[config.mk]
export PLATFORM = sky130hd
export DESIGN_NAME = lrs_alu_top
export DESIGN_NICKNAME = d
export VERILOG_FILES = /design/src/rtl/lrs_alu_pkg.sv /design/src/rtl/lrs_logic_unit.sv /design/src/rtl/lrs_sub_unit.sv /design/src/rtl/lrs_alu_top.sv
export SDC_FILE = /design/constraint.sdc
export NUM_CORES = 1
export LEC_CHECK = 0
export BUFFER_PORTS_ARGS = -buffer_cell sky130_fd_sc_hd__buf_4
export CAP_MARGIN = 0
export CORE_MARGIN = 3
export CORE_UTILIZATION = 64
export DETAILED_ROUTE_END_ITERATION = 16
export PLACE_DENSITY = 0.95
export SKIP_CTS_REPAIR_TIMING = 1
export SLEW_MARGIN = 20
export SYNTH_ARGS = -nofsm -noshare
export SYNTH_HDL_FRONTEND = slang
export SYNTH_SLANG_ARGS = --single-unit
[constraint.sdc]
create_clock -name clk -period 11.3 [get_ports clk]
set_input_delay 1.695 -clock clk [delete_from_list [all_inputs] [get_ports clk]]
set_output_delay 1.695 -clock clk [all_outputs]
set_load 0.02 [all_outputs]
[src/rtl/lrs_alu_pkg.sv]
package lrs_alu_pkg;
  parameter int unsigned DW = 32;
  parameter int unsigned OPW = 3;

  typedef enum logic [OPW-1:0] {
    OP_AND  = 3'b000,
    OP_OR   = 3'b001,
    OP_XOR  = 3'b010,
    OP_BCLR = 3'b011,
    OP_MOV  = 3'b100,
    OP_MVNT = 3'b101,
    OP_SUB  = 3'b110,
    OP_RSUB = 3'b111
  } alu_op_e;
endpackage

[src/rtl/lrs_logic_unit.sv]
module lrs_logic_unit #(
  parameter int unsigned W = 32
) (
  input  logic [W-1:0] a,
  input  logic [W-1:0] b,
  input  logic [1:0]   fn,
  input  logic         mv_sel,
  output logic [W-1:0] logic_y,
  output logic [W-1:0] move_y
);
  // per-bit logic slice, repeated across the word
  for (genvar i = 0; i < W; i++) begin : g_bit
    always_comb begin
      unique case (fn)
        2'b00:   logic_y[i] = a[i] & b[i];
        2'b01:   logic_y[i] = a[i] | b[i];
        2'b10:   logic_y[i] = a[i] ^ b[i];
        default: logic_y[i] = a[i] & ~b[i];
      endcase
    end
    assign move_y[i] = mv_sel ? ~b[i] : b[i];
  end

  always_comb begin
    assert (!(fn == 2'b11) || ((logic_y & b) == '0))
      else $error("a_r3_bclr_clears");
  end
endmodule

[src/rtl/lrs_sub_unit.sv]
module lrs_sub_unit #(
  parameter int unsigned W = 32
) (
  input  logic [W-1:0] a,
  input  logic [W-1:0] b,
  input  logic         reverse,
  output logic [W-1:0] diff
);
  logic [W-1:0] minu, subt;
  assign minu = reverse ? b : a;
  assign subt = reverse ? a : b;
  // one adder: minuend + ~subtrahend + 1
  assign diff = minu + ~subt + {{(W-1){1'b0}}, 1'b1};

  always_comb begin
    assert ((diff + subt) == minu) else $error("a_r5_sub_inverse");
  end
endmodule

[src/rtl/lrs_alu_top.sv]
module lrs_alu_top
  import lrs_alu_pkg::*;
#(
  parameter int unsigned W = DW
) (
  input  logic         clk,
  input  logic         rst,
  input  logic [31:0]  opnd_a,
  input  logic [31:0]  opnd_b,
  input  logic [2:0]   op_sel,
  output logic [31:0]  res_q,
  output logic         zero_q,
  output logic         neg_q
);
  localparam int unsigned MSB = W - 1;

  logic [W-1:0] lg_y, mv_y, sb_y, res_d;
  alu_op_e op;
  assign op = alu_op_e'(op_sel);

  lrs_logic_unit #(.W(W)) u_logic (
    .a(opnd_a), .b(opnd_b), .fn(op_sel[1:0]), .mv_sel(op_sel[0]),
    .logic_y(lg_y), .move_y(mv_y)
  );

  lrs_sub_unit #(.W(W)) u_sub (
    .a(opnd_a), .b(opnd_b), .reverse(op_sel[0]), .diff(sb_y)
  );

  always_comb begin
    unique case (op_sel[2:1])
      2'b10:   res_d = mv_y;
      2'b11:   res_d = sb_y;
      default: res_d = lg_y;
    endcase
  end

  always_ff @(posedge clk) begin
    if (rst) begin
      res_q  <= '0;
      zero_q <= 1'b1;
      neg_q  <= 1'b0;
    end else begin
      res_q  <= res_d;
      zero_q <= ~|res_d;
      neg_q  <= res_d[MSB];
    end
  end

  a_r7_zero_flag: assert property (@(posedge clk) disable iff (rst)
    zero_q == (res_q == '0));
  a_r7_neg_flag: assert property (@(posedge clk) disable iff (rst)
    neg_q == res_q[MSB]);
  a_r4_move_passes_b: assert property (@(posedge clk) disable iff (rst)
    (op == OP_MOV) |=> (res_q == $past(opnd_b)));
  a_r6_rsub_adds_back: assert property (@(posedge clk) disable iff (rst)
    (op == OP_RSUB) |=> (res_q + $past(opnd_a) == $past(opnd_b)));
  a_r8_reset_state: assert property (@(posedge clk)
    $past(rst) |-> (res_q == '0 && zero_q && !neg_q));
endmodule

==> impl_metrics.json <==
{
  "rows": 35,
  "cp.arrival_ps": 5780,
  "fp.dieH_um": 104,
  "layout-drive-gt1-share": 0.148,
  "grt_max_degree": 83,
  "place_area_um2": 6780,
  "power_switching_mw": 0.284,
  "dominantRegCellSynth": "dfxtp_1",
  "seqPwrFrac": 0.216,
  "path_delay_family": "compound AO/OA/AOI/OAI gates",
  "cts_tree": "done",
  "grt_pass1_wl_mm": 30.4,
  "cts.sinks": 33,
  "peakVddDrop_mv": 0.0600,
  "fin_nets": 1074,
  "synth-edff-count": 0,
  "start_util": 0.661,
  "hp-class": "input pin to flop",
  "multi_input_area_um2": 4880,
  "hold_violations": 0,
  "port_buffers": 102,
  "fin_crit_sh": 0.496,
  "antenna_found_initial": 0,
  "num_vias": 6768,
  "cp-end-kind": "flop",
  "clk_path_buf_depth": 2,
  "dp.cells": 1060,
  "regArea_um2": 661,
  "postSynth.asyncResetShare": 0,
  "h-tree-depth": 2,
  "n_antenna_cell": 0,
  "core_um2": 9240,
  "groute.usage.overall": 0.338,
  "grt_pass1_vias": 6103,
  "syn_area_um2": 6110,
  "syn2layout_area_growth_pct": 12.4,
  "clkPwrFrac": 0.131,
  "wl_per_cell_um": 17.5,
  "dr.pass1.iters": 5,
  "max_slew_margin": 0.356,
  "synth_nets": 1021,
  "seq_area_frac_synth": 0.108,
  "slew_viol_final": 0,
  "synth.area.top_cells": "ha_1 14%, dfxtp_1 11%, o21ai_0 7.5%",
  "gr-total-overflow": 0,
  "status": "finished, final reports clean",
  "path_clk_slew_ps": 60,
  "vias_per_cell": 6.34,
  "tightest_slew_ps": 965,
  "leakage_nw": 3.16,
  "synthCells": 885,
  "crit_slowest_cell": "buf_4",
  "crit_required_ps": 11480,
  "setup_viol": 0,
  "place_congestion": 1.02,
  "cpMostUsedCell": "o21ai_0",
  "combPwrFrac": 0.653,
  "yosysTopAreaCell": "ha_1",
  "p_sw_frac": 0.467,
  "yosysMostFrequentCell": "nand2_1",
  "cap_violations": 0,
  "cts_buffers": 5,
  "routed_wl_mm": 18.7,
  "p_int_mw": 0.325,
  "synth_common_cells": "110 x nand2_1, 91 x o21ai_0, 78 x a21oi_1, 74 x inv_1, 66 x ha_1",
  "pwr_density_cell_nw_per_um2": 88.7,
  "dp_hpwl_mm": 14.7,
  "fillers": 732,
  "rsz0062_at_grt": "false",
  "holdWs_ps": 1760,
  "ys_ff_latch": 33,
  "pin_count": 103,
  "die_area_um2": 10800,
  "cp_cell_sequence": "buf_4 > buf_4 > o21ai_0 > ha_1 > nand4_1 > nor4_1 > o21ai_0 > a21oi_1 > o21ai_0 > a31oi_1 > and4bb_1 > nand4_1 > o41ai_2",
  "final_cells": 1068,
  "synthDistinctLibCells": 83,
  "tns_ps": 0,
  "antenna_left": 0,
  "cp_max_fo": 82,
  "max_stage_delay_ps": 820,
  "clock.fmax_ghz": 0.178,
  "remaining_drc_errors": 0,
  "cts-root-buf": "clkbuf_8",
  "critPathKind": "input pin to flop",
  "ys.warnings.count": 0,
  "crit_buf_inv": 2,
  "yosys.area.top_type_share": 0.135,
  "start_kind": "input pin",
  "avgSynthCellArea_um2": 6.90,
  "finalCriticalPeriod_ps": 5600,
  "drt_iter0_drc": 776,
  "die_w_um": 104,
  "postLayoutCellArea_um2": 6870
}
## flip-flops by register name (all words and copies together), names as in the netlist
register / count
res_q: 32
zero_q: 1
## layout make-up
type,instances,area share
timing repair buffer,106,0.116
sequential,33,0.0962
clock inverter,2,0.00146
clock buffer,6,0.0106
multi-input combinational,715,0.710
tap,129,0.0235
inverter,77,0.0421
## logic make-up (layout without fill, tap and decap cells)
group	Yosys count	after routing	synth area share
and+or+nand+nor	255	255	0.196
buffers and inverters	137	191	0.0942
muxes	33	33	0.0541
adders and majority gates	67	67	0.138
xor gates and xnor gates	70	70	0.102
DFF	33	33	0.108
AOI/OAI and AO/OA	290	290	0.308
## through the flow
stage | setup WS [ps] | total power [mW] | util
5_1_grt | 5400 | 0.654 | 0.743
4_1_cts | 5770 | 0.601 | 0.743
2_1_floorplan | 5460 | 0.408 | -
3_3_place_gp | 5580 | 0.514 | 0.734
6_report | 5700 | 0.609 | 0.743
3_5_place_dp | 5530 | 0.520 | 0.734
## layout by cell type, fill, tap and decap left out, types with 4 or more instances in the layout
cell type    n
a32oi_1      4
a311oi_1     8
nor3_1      13
mux2i_1     33
nand2b_1    10
nor2b_1      7
ha_1        66
o31ai_1      9
clkbuf_8     5
xnor2_1     36
a21o_1       7
o21ai_1      8
a211oi_1     6
inv_1       74
o21ai_0     91
nand2_1    110
and2_1      12
xor2_1      33
nand3_1      7
o21bai_1     6
o21a_1       7
a21oi_1     78
a31oi_1      7
o211ai_1     8
nor2_1      53
buf_4      106
dfxtp_1     33
o311ai_0     5
nand4_1     18
or3_1        5
## power groups by stage
| stage | clock [mW] | combinational (mW) | sequential, mW |
|---|---|---|---|
| final | 0.0798 | 0.398 | 0.132 |
| after global routing | 0.0869 | 0.434 | 0.134 |
| after CTS | 0.0817 | 0.387 | 0.132 |
| after detailed placement | 0 | 0.385 | 0.135 |
| after global placement | 0 | 0.379 | 0.134 |
| after floorplan | 0 | 0.257 | 0.151 |
## worst paths after layout
check,from,end,slack (ps),depth (start not counted)
setup / recovery,op_sel[0],zero_q$_SDFF_PP1_,5700,13
hold / removal,rst,res_q[22]$_SDFF_PP0_,1760,2
## routing by layer
metal,global-route usage,up-vias,share of wire
li1,-,3243,-
met5,0,-,0
met2,0.509,419,0.42
met3,0.0748,38,0.13
met4,0.0931,0,0.019
met1,0.485,3068,0.43
No activity file was read; power rests on OpenSTA's default activity.
